File: src/rtl/pqd_pkg.sv
package pqd_pkg;

  typedef enum logic [1:0] {
    QS_OPEN       = 2'd0,
    QS_WAIT_PRIOR = 2'd1,
    QS_WAIT_DEPS  = 2'd2
  } qstate_e;

  typedef enum logic [1:0] {
    PK_VENDOR      = 2'd0,
    PK_KERNEL      = 2'd1,
    PK_AND_BARRIER = 2'd2,
    PK_RSVD        = 2'd3
  } pkind_e;

  typedef enum logic [2:0] {
    ACT_IDLE,
    ACT_SKIP,
    ACT_WAIT_DEPS,
    ACT_WAIT_PRIOR,
    ACT_ISSUE,
    ACT_RETIRE,
    ACT_BAD
  } act_e;

endpackage

File: src/rtl/pqd_dep_gate.sv
module pqd_dep_gate #(
  parameter int NSIG = 5
) (
  input  logic [NSIG-1:0] done,
  output logic            all_done
);
  always_comb begin
    all_done = 1'b1;
    for (int i = 0; i < NSIG; i++) begin
      all_done = all_done & done[i];
    end
  end
endmodule

File: src/rtl/pqd_wake_timer.sv
module pqd_wake_timer #(
  parameter int MAX_DLY = 4,
  localparam int TW = $clog2(MAX_DLY + 1)
) (
  input  logic          clk,
  input  logic          rst_n,
  input  logic          req,
  input  logic [TW-1:0] req_dly,
  input  logic          hold,
  output logic          fire
);
  logic          armed_q;
  logic [TW-1:0] cnt_q;
  logic [TW-1:0] load_val;

  assign load_val = req_dly - TW'(1);
  assign fire     = armed_q && (cnt_q == '0) && !hold;

  always_ff @(posedge clk) begin
    if (!rst_n) begin
      armed_q <= 1'b0;
      cnt_q   <= '0;
    end else if (fire) begin
      armed_q <= req;
      if (req) cnt_q <= load_val;
    end else if (!armed_q) begin
      if (req) begin
        armed_q <= 1'b1;
        cnt_q   <= load_val;
      end
    end else if (cnt_q != '0) begin
      cnt_q <= cnt_q - TW'(1);
    end
  end
endmodule

File: src/rtl/pqd_decider.sv
module pqd_decider
  import pqd_pkg::*;
(
  input  logic       pkt_valid,
  input  logic       held,
  input  logic       dep_rd_pending,
  input  logic       pkt_barrier,
  input  logic       earlier_open,
  input  logic [1:0] pkt_type,
  input  logic       deps_ok,
  output act_e       act
);
  always_comb begin
    act = ACT_IDLE;
    if (!pkt_valid) begin
      act = ACT_IDLE;
    end else if (held) begin
      act = ACT_SKIP;
    end else if (dep_rd_pending) begin
      act = ACT_WAIT_DEPS;
    end else if (pkt_barrier && earlier_open) begin
      act = ACT_WAIT_PRIOR;
    end else begin
      case (pkind_e'(pkt_type))
        PK_VENDOR, PK_KERNEL: act = ACT_ISSUE;
        PK_AND_BARRIER:       act = deps_ok ? ACT_RETIRE : ACT_WAIT_DEPS;
        default:              act = ACT_BAD;
      endcase
    end
  end
endmodule

File: src/rtl/pq_barrier_dispatch.sv
module pq_barrier_dispatch
  import pqd_pkg::*;
#(
  parameter int PROC_DLY = 4,
  parameter int CNT_W    = 8,
  parameter int NSIG     = 5
) (
  input  logic             clk,
  input  logic             rst_n,
  input  logic             doorbell,
  input  logic             pkt_valid,
  input  logic [1:0]       pkt_type,
  input  logic             pkt_barrier,
  input  logic [CNT_W-1:0] inflight_cnt,
  input  logic             dep_rd_pending,
  input  logic [NSIG-1:0]  dep_done,
  input  logic             cmpl_valid,
  input  logic             cmpl_last,
  input  logic             disp_ready,
  output logic             disp_valid,
  output logic [1:0]       disp_type,
  output logic             disp_idx_inc,
  output logic             dep_reset,
  output logic [1:0]       q_state,
  output logic             bar_flag,
  output logic             err_unknown,
  output logic             err_no_pending
);
  localparam int TW = $clog2(PROC_DLY + 1);
  localparam logic [TW-1:0] DLY_FULL = TW'(PROC_DLY);
  localparam logic [TW-1:0] DLY_ONE  = TW'(1);

  logic       fire, hold, deps_ok, release_now, rearm, wake_req;
  logic [TW-1:0] wake_dly;
  act_e       act;

  logic       valid_q, inc_q, drst_q, flag_q, eunk_q, enp_q;
  logic [1:0] type_q;
  qstate_e    state_q;

  assign hold        = valid_q && !disp_ready;
  assign release_now = flag_q && cmpl_valid && cmpl_last;
  assign rearm       = fire && (act == ACT_ISSUE || act == ACT_RETIRE ||
                                act == ACT_WAIT_DEPS || act == ACT_WAIT_PRIOR);
  assign wake_req    = rearm || doorbell || release_now;
  assign wake_dly    = (rearm || doorbell) ? DLY_FULL : DLY_ONE;

  pqd_dep_gate #(.NSIG(NSIG)) u_gate (
    .done     (dep_done),
    .all_done (deps_ok)
  );

  pqd_decider u_dec (
    .pkt_valid      (pkt_valid),
    .held           (flag_q),
    .dep_rd_pending (dep_rd_pending),
    .pkt_barrier    (pkt_barrier),
    .earlier_open   (|inflight_cnt),
    .pkt_type       (pkt_type),
    .deps_ok        (deps_ok),
    .act            (act)
  );

  pqd_wake_timer #(.MAX_DLY(PROC_DLY)) u_tmr (
    .clk     (clk),
    .rst_n   (rst_n),
    .req     (wake_req),
    .req_dly (wake_dly),
    .hold    (hold),
    .fire    (fire)
  );

  always_ff @(posedge clk) begin
    if (!rst_n) begin
      valid_q <= 1'b0;
      type_q  <= 2'd0;
      inc_q   <= 1'b0;
      drst_q  <= 1'b0;
      flag_q  <= 1'b0;
      eunk_q  <= 1'b0;
      enp_q   <= 1'b0;
      state_q <= QS_OPEN;
    end else begin
      inc_q  <= 1'b0;
      drst_q <= 1'b0;
      if (valid_q && disp_ready) valid_q <= 1'b0;
      if (fire) begin
        case (act)
          ACT_ISSUE: begin
            valid_q <= 1'b1;
            type_q  <= pkt_type;
            inc_q   <= 1'b1;
            state_q <= QS_OPEN;
          end
          ACT_RETIRE: begin
            inc_q   <= 1'b1;
            drst_q  <= 1'b1;
            state_q <= QS_OPEN;
          end
          ACT_WAIT_DEPS:  state_q <= QS_WAIT_DEPS;
          ACT_WAIT_PRIOR: begin
            state_q <= QS_WAIT_PRIOR;
            flag_q  <= 1'b1;
          end
          ACT_BAD: eunk_q <= 1'b1;
          default: ;
        endcase
      end
      if (release_now) begin
        flag_q  <= 1'b0;
        state_q <= QS_OPEN;
        if (!pkt_valid) enp_q <= 1'b1;
      end
    end
  end

  assign disp_valid     = valid_q;
  assign disp_type      = type_q;
  assign disp_idx_inc   = inc_q;
  assign dep_reset      = drst_q;
  assign q_state        = state_q;
  assign bar_flag       = flag_q;
  assign err_unknown    = eunk_q;
  assign err_no_pending = enp_q;
endmodule

File: config.mk
export PLATFORM = sky130hd
export DESIGN_NAME = pq_barrier_dispatch
export DESIGN_NICKNAME = d
export VERILOG_FILES = /design/src/rtl/pqd_pkg.sv /design/src/rtl/pqd_dep_gate.sv /design/src/rtl/pqd_wake_timer.sv /design/src/rtl/pqd_decider.sv /design/src/rtl/pq_barrier_dispatch.sv
export SDC_FILE = /design/constraint.sdc
export NUM_CORES = 1
export LEC_CHECK = 0
export ABC_AREA = 1
export BUFFER_PORTS_ARGS = -buffer_cell sky130_fd_sc_hd__buf_2
export CORE_UTILIZATION = 35
export CTS_CLUSTER_SIZE = 12
export DETAILED_ROUTE_END_ITERATION = 6
export SETUP_SLACK_MARGIN = 0.4
export SLEW_MARGIN = 20
export SYNTH_ARGS = -nofsm -noshare
export SYNTH_HDL_FRONTEND = slang
export SYNTH_SLANG_ARGS = --single-unit
export TNS_END_PERCENT = 5
File: constraint.sdc
create_clock -name clk -period 3.6 [get_ports clk]
set_clock_uncertainty 0.1 [all_clocks]
set_input_delay 0.54 -clock clk [delete_from_list [all_inputs] [get_ports clk]]
set_output_delay 0.54 -clock clk [all_outputs]
set_load 0.01 [all_outputs]
==> reports/metrics.yaml, run 1 <==
whs_path_depth: 2
reg2regPathDepth: 9
drc_errors: 0
syn_inst: 105
grt_pass1_wl_mm: 2.60
fin_crit_sh: 0.452
cp_data_arrival_time_ps: 1710
core_area_sq_mm: 0.00182
hold_buffers: 0
fmax_ghz: 0.614
dp_hpwl_mm: 1.33
antenna_found_initial: 0
wire_per_inst_microns: 9.66
yosys_warnings: 0
r2r-start: "u_tmr.cnt_q[0]"
status: "completed"
setup_viol: 0
pin_count: 34
area_delta_synth_final_pct: 32.6
clkSinkCount: 14
hold_viol: 0
rsz0062_at_grt: "no"
p_per_area_mw_per_mm2: 351
htree_num_levels: 1
drive_above_1_share: 0.324
die_h_microns: 47.2
crit_required_ps: 3680
instances_no_fill: 167
grt_max_degree: 9
worst_pin_slew_ps: 263
antenna_cells: 0
mostFrequentLayoutCells: "33 x buf_2, 21 x nand2_1, 18 x inv_1"
cts_buffers: 3
dp.cells: 163
io_buffer_count: 33
clk_pin_slew_worst_paths_ps: 90
rr_endpoint: "disp_type[0]"
rows: 15
synth_cell_type_count: 18
clk_latency_ps: 280
antenna_left: 0
synth.avg_cell_area_sq_um: 6.80
ys_ff_latch: 14
worstHoldEndpoint: "disp_type[1]"
fin_setup_tns_ps: 0
path_class: "flip-flop to flip-flop"
synth_top_area_cell: "dfxtp_1"
first_iter_violations: 10
worstPathMaxFanout: 4
die_area_sq_mm: 0.00223
clock-root-buffer: "clkbuf_4"
syn-num-nets: 131
layout_commonest_cell: "buf_2"
clk_path_buf_depth: 2
drtPass1Iterations: 4
p_leak_uw: 0.000479
die_w_microns: 47.2
synth_area_leaders: "dfxtp_1 39%, nand2_1 11%, inv_1 9.5%, nor2_1 8.4%, a21oi_1 7.0%"
yosysSeqAreaShare: 0.392
min_period_ps: 1630
grt_pass1_vias: 660
cts_resized: 0
post_cts_buffers: 0
fill_cells: 210
drt_wl_total_mm: 1.61
grt_usage: 0.169
synth.cell_area_sq_um: 714
critPathLaunchType: "flip-flop"
place.gp.congestion: 0.778
num-nets-final: 169
r2r_setup_slack_ps: 1970
drt-vias-per-instance: 4.62
start_util: 0.392
report.final.slew_viol_count: 0
slew_headroom: 0.824
cts_tree: "yes"
hold_path.class: "flip-flop to flip-flop"
worstHoldStart: "disp_type[1]"
overflow: 0
synth_top_area_frac: 0.392
vias: 771
ir_worst_vdd_mv: 0.178
max_cap_violations: 0
cp-end-kind: "flip-flop"
[through the flow]
step / instance area [sq um] / setup slack, ps / hold slack [ps] / power [uW] / utilization
finish: 947 / 1970 / 345 / 333 / 0.520
detailed placement: 911 / 1820 / 330 / 224 / 0.500
CTS: 947 / 1990 / 345 / 336 / 0.520
global route: 947 / 1880 / 375 / 350 / 0.520
global placement: 911 / 1800 / 336 / 222 / 0.500
floorplan: 714 / 2050 / 357 / 202 / -
[sequential cells by signal (all words and copies together), names as in the netlist]
signal / count
u_tmr.cnt_q: 3
disp_type: 2
q_state: 2
bar_flag: 1
dep_reset: 1
disp_idx_inc: 1
disp_valid: 1
err_no_pending: 1
err_unknown: 1
u_tmr.armed_q: 1
[worst max-delay path, stage by stage (launching register included)]
cell and delay, ps:
dfxtp_1 350, inv_1 90, ha_1 160, nand3_2 100
nor2_2 170, nand3_2 130, nor2_4 150, nand3_2 100
o21ai_1 140, nor2_1 50
[cell usage after synthesis]
master   number
dfxtp_1      14
inv_1        18
nand2_1      21
nor2_2        1
o21ai_1       1
nor4_1        1
nand3_1       8
inv_2         1
nor2_1       16
o21ai_0       1
a21oi_1      10
nor2_4        1
nand4_1       3
ha_1          2
o21ai_2       1
nand2_2       2
nand3_2       3
nor3_1        1
[layer usage]
| metal | GRT usage | vias up | part of all wire |
|---|---|---|---|
| li1 | - | 407 | - |
| met5 | 0 | - | 0 |
| met2 | 0.267 | 21 | 0.47 |
| met4 | 0.109 | 0 | 0.0074 |
| met1 | 0.212 | 341 | 0.48 |
| met3 | 0.0269 | 2 | 0.045 |
[worst max-delay path by stage]
stage                    start             to  slack, ps
2_1_floorplan  inflight_cnt[0]  u_tmr.armed_q       2050
3_3_place_gp   inflight_cnt[0]  u_tmr.armed_q       1800
3_5_place_dp   inflight_cnt[0]  u_tmr.armed_q       1820
4_1_cts         u_tmr.cnt_q[0]   disp_type[0]       1990
5_1_grt         u_tmr.cnt_q[0]   disp_type[0]       1880
6_report        u_tmr.cnt_q[0]   disp_type[0]       1970
[power breakdown]
part / switching (uW) / internal [uW] / leakage (uW)
registers: 4.64 / 161 / 0.000114
logic: 31.3 / 23.7 / 0.000344
clock network: 51.3 / 61.5 / 0.0000210
[cell families (layout without fill, tap and decap cells)]
group,Yosys count,after routing,synth area share
adder cells (fa/ha/maj),2,2,0.0350
AND/OR/NAND/NOR,57,57,0.377
flip-flops,14,14,0.392
buffers and inverters,19,56,0.0998
AO/OA/AOI/OAI,13,13,0.0963
[layout make-up]
cell class                      count  area, sq um  share of cell area
Timing Repair Buffer               33          165               0.174
Clock buffer                        4         36.3              0.0383
Inverter                           19         71.3              0.0753
Sequential cell                    14          280               0.296
Multi-Input combinational cell     72          363               0.383
Tap cell                           25         31.3              0.0330
Power figures use the tool's default switching activity.
==> run 2: changes to the inputs <==
- ABC_AREA: 1 -> 0
- clock period: 3.6 -> 1.7 ns (I/O delays scaled with it)
==> reports/metrics.yaml, run 2 <==
drtPass1Iterations: 6
grt_pass1_wl_mm: 2.74
antenna_cells: 0
r2r_setup_slack_ps: -150
clockPowerShare: 0.273
worst_pin_slew_ps: 325
clk_latency_ps: 280
antenna_found_initial: 0
pin_count: 34
p_leak_uw: 0.000469
area_delta_synth_final_pct: 40.8
slew_headroom: 0.783
gr-usage-met3: 0.0692
synth.cell_area_sq_um: 712
synth_edf_count: 0
pwr-share-seq: 0.514
cp-end-kind: "flip-flop"
clock-root-buffer: "clkbuf_4"
io_buffer_count: 33
setup_viol: 13
register_area_sq_um: 283
min_period_ps: 1850
max_cap_violations: 0
cts_tree: "yes"
grt_pass1_vias: 674
vias: 721
first_iter_violations: 8
fmax_ghz: 0.541
hold_buffers: 0
drt-vias-per-instance: 4.97
synth_top_area_cell: "dfxtp_1"
antenna_left: 0
path_class: "flip-flop to flip-flop"
critPathSlowestCell: "or4b_4"
fin_ws_ps: -147
critPathLaunchType: "flip-flop"
fin_crit_sh: 1.09
hold_viol: 0
htree_num_levels: 1
grt_util_met1: 0.209
worstPathMaxFanout: 7
stdcell_area_sq_mm: 0.00100
top_register: "u_tmr.cnt_q"
ys_ff_latch: 14
synth_top_area_frac: 0.394
total_power_uw: 681
fill_cells: 184
cp_data_arrival_time_ps: 1970
syn-num-nets: 105
yosysSeqAreaShare: 0.394
grt.busiest_layer: "met2"
hold_path.class: "input port to flip-flop"
drc_errors: 0
layout_commonest_cell: "buf_2"
num-nets-final: 148
start_util: 0.391
violations: "setup timing"
die_area_sq_mm: 0.00222
synth.top_cells.by_count: "14 x dfxtp_1, 6 x nand2_1, 6 x nor2_1"
worstPathCellList: "inv_2 > ha_4 > nand3b_1 > or4b_4 > or3_4 > a21oi_2"
status: "finished, violations left"
whs_ps: 130
mostFrequentLayoutCells: "33 x buf_2, 12 x dfxtp_1, 7 x buf_4"
place.gp.congestion: 0.831
cts_buffers: 3
synth_cell_type_count: 35
wire_per_inst_microns: 11.2
p_sw_frac: 0.264
synth_flop_cell: "dfxtp_1"
p_int_uw: 501
synth_area_leaders: "dfxtp_1 39%, o21a_1 5.3%, ha_1 3.5%, nor4b_4 3.3%, nand2_1 3.2%"
crit_required_ps: 1820
report.final.slew_viol_count: 0
yosys_warnings: 0
rsz0062_at_grt: "yes"
syn_inst: 79
multi_input_area_sq_um: 429
comb_power_share: 0.213
grt_usage: 0.176
rows: 15
die_h_microns: 47.1
grtUsageMet2: 0.303
largest_reg_flops: 3
ir_worst_vdd_mv: 0.375
clk_path_buf_depth: 2
synth.avg_cell_area_sq_um: 9.01
core_area_sq_mm: 0.00182
dpl_cell_area_sq_um: 955
clkSinkCount: 14
dp_hpwl_mm: 1.31
grt_max_degree: 14
die_w_microns: 47.1
synth_most_common_cell: "dfxtp_1"
drive_above_1_share: 0.475
slowest_delay_ps: 560
overflow: 0
p_sw_uw: 180
drt_wl_total_mm: 1.63
p_per_area_mw_per_mm2: 679
clk_pin_slew_worst_paths_ps: 80
post_cts_buffers: 0
async_flop_share: 0
run 2: through the flow:
step           worst slack, ps  setup TNS, ps  std cells   util
2_1_floorplan             -152           -908         79      -
3_3_place_gp              -218          -2280        142  0.524
3_5_place_dp              -253          -2450        142  0.524
4_1_cts                   -144           -868        145  0.548
5_1_grt                   -234          -2120        145  0.551
6_report                  -147           -864        145  0.551
run 2: worst max-delay path, delay by kind of cell, from the launching register on:
family,cells,cell delay [ps]
and+or+nand+nor,3,1020
DFF,1,330
AOI/OAI and AO/OA,1,140
adders and majority gates,1,130
buffers and inverters,1,70
run 2: routing by layer:
metal | vias up | wire length, microns
li1 | 367 | -
met1 | 332 | 697
met2 | 20 | 818
met3 | 2 | 96
met4 | 0 | 17
met5 | - | 0
run 2: cell type report:
class,instances,area share
timing repair buffer,40,0.217
tap,25,0.0312
sequential,14,0.282
multi-input combinational,58,0.428
clock buffer,3,0.0225
inverter,5,0.0187
run 2: power groups by stage:
stage / clock network [uW] / registers (uW) / logic, uW
after detailed placement: 0 / 356 / 136
after global placement: 0 / 356 / 135
after floorplan: 0 / 356 / 72.1
final: 186 / 350 / 145
after CTS: 190 / 350 / 145
after global routing: 208 / 352 / 164
run 2: cells by family after synthesis:
logic type	after synthesis	share of synthesized area
compound gates	21	0.213
fa+ha+maj	2	0.0351
buf+inv	7	0.0387
flops	14	0.394
simple gates	35	0.320
run 2: final timing paths:
kind                  start           end  cells past startpoint
max          u_tmr.cnt_q[1]      bar_flag                      6
min             pkt_type[0]  disp_type[0]                      3
max reg2reg  u_tmr.cnt_q[1]      bar_flag                      6
min reg2reg    disp_type[1]  disp_type[1]                      2
run 2: timing repair:
action	in CTS	in global routing
hold endpoints to repair	0	0
pin swaps	3	1
resized for setup	5	1
endpoints found under the setup margin	13	13
==> run 3: changes to the inputs <==
- PLACE_DENSITY_LB_ADDON: not set -> 0.05
==> reports/metrics.yaml, run 3 (same netlist as run 2, synthesis figures left out) <==
status: "finished, violations left"
num-nets-final: 149
r2r_setup_slack_ps: -120
total_power_uw: 734
top_register: "u_tmr.cnt_q"
rr_endpoint: "q_state[1]"
whs_ps: 127
hold_path.class: "input port to flip-flop"
clk_pin_slew_worst_paths_ps: 80
wl_met3_microns: 92
clockPowerShare: 0.325
wl_met1_microns: 754
die_w_microns: 47.1
antenna_found_initial: 0
reg2regPathDepth: 7
cp_data_arrival_time_ps: 1900
fill_cells: 177
worstPathCellList: "inv_2 > ha_4 > nand3b_1 > or4b_4 > a21o_1 > a32oi_1 > nor2_1"
critPathSlowestCell: "or4b_4"
die_area_sq_mm: 0.00222
grt_usage: 0.169
cts_buffers: 3
wire_per_inst_microns: 10.5
hold_viol: 0
slowest_delay_ps: 550
comb_power_share: 0.200
die_h_microns: 47.1
p_sw_uw: 184
drt-vias-per-instance: 5.00
worst_pin_slew_ps: 321
path_class: "flip-flop to flip-flop"
crit_family: "simple AND/OR/NAND/NOR gates"
utilization: 0.557
place.gp.congestion: 0.702
pwr-share-seq: 0.475
clk_path_buf_depth: 2
io_buffer_count: 33
dp.cells: 143
top_layer_used: "met4"
setup_viol: 12
drtPass1Iterations: 4
post_cts_buffers: 0
multi_input_area_sq_um: 420
grt_max_degree: 14
drt_wl_total_mm: 1.54
first_iter_violations: 18
clock-root-buffer: "clkbuf_4"
clk_latency_ps: 280
p_leak_uw: 0.000478
instances_no_fill: 147
rsz0062_at_grt: "yes"
dp_hpwl_mm: 1.27
antenna_cells: 0
area_delta_synth_final_pct: 42.5
grt_pass1_wl_mm: 2.62
rows: 15
overflow: 0
pin_count: 34
grt_pass1_vias: 606
fmax_ghz: 0.549
largest_reg_flops: 3
p_int_uw: 550
cp-end-kind: "flip-flop"
register_area_sq_um: 283
report.final.slew_viol_count: 0
r2r-start: "u_tmr.cnt_q[1]"
crit_required_ps: 1780
core_area_sq_mm: 0.00182
ir_worst_vdd_mv: 0.595
wl_met2_microns: 683
fin_ws_ps: -120
start_util: 0.391
drive_above_1_share: 0.467
cts_tree: "yes"
worstHoldStart: "pkt_type[0]"
hold_buffers: 0
htree_num_levels: 1
min_period_ps: 1820
worstHoldEndpoint: "disp_type[0]"
vias: 735
clkSinkCount: 14
p_per_area_mw_per_mm2: 723
layout_commonest_cell: "buf_2"
p_sw_frac: 0.251
mostFrequentLayoutCells: "33 x buf_2, 12 x dfxtp_1, 8 x buf_4"
crit_buf_inv: 1
critPathLaunchType: "flip-flop"
whs_path_depth: 3
drc_errors: 0
fin_crit_sh: 1.07
max_cap_violations: 0
violations: "setup timing"
antenna_left: 0
worstPathMaxFanout: 7
slew_headroom: 0.785
run 3: final cells by class:
class | instances | area share
Timing Repair Buffer | 41 | 0.222
Clock buffer | 4 | 0.0358
Multi-Input combinational cell | 58 | 0.414
Sequential cell | 14 | 0.279
Inverter | 5 | 0.0185
Tap cell | 25 | 0.0308
run 3: layer usage:
layer | vias up | global-route usage
li1 | 373 | -
met1 | 329 | 0.229
met2 | 31 | 0.253
met3 | 2 | 0.0577
met4 | 0 | 0.0514
met5 | - | 0
run 3: how the worst max path moves through the flow:
stage	slack, ps	from	cells after the start	end
2_1_floorplan	-150	u_tmr.cnt_q[0]	7	bar_flag
3_3_place_gp	-220	u_tmr.cnt_q[0]	6	q_state[0]
3_5_place_dp	-280	u_tmr.cnt_q[0]	7	q_state[1]
4_1_cts	-130	u_tmr.cnt_q[1]	7	q_state[1]
5_1_grt	-220	u_tmr.cnt_q[1]	7	q_state[1]
6_report	-120	u_tmr.cnt_q[1]	7	q_state[1]
run 3: power by group through the flow:
stage               registers [uW]  logic (uW)  clock network (uW)
floorplan                      356        72.1                   0
global placement               356         138                   0
detailed placement             355         141                   0
CTS                            349         147                 246
global route                   351         163                 263
finish                         349         147                 238
run 3: repair_timing:
item | in CTS | in global routing
gates resized for setup | 4 | 0
pin swaps | 1 | 1
endpoints found under the setup margin | 13 | 13
hold endpoints to repair | 0 | 0
run 3: metrics by stage:
step / cell area, sq um / TNS, ps / setup slack, ps
2_1_floorplan: 721 / -908 / -152
3_3_place_gp: 962 / -2290 / -218
3_5_place_dp: 962 / -2730 / -279
4_1_cts: 1010 / -895 / -131
5_1_grt: 1010 / -2000 / -225
6_report: 1010 / -801 / -120
run 3: worst min-delay path, cell delays in order:
cell and delay [ps]:
buf_2 100, nand3_1 60, o21ai_0 60
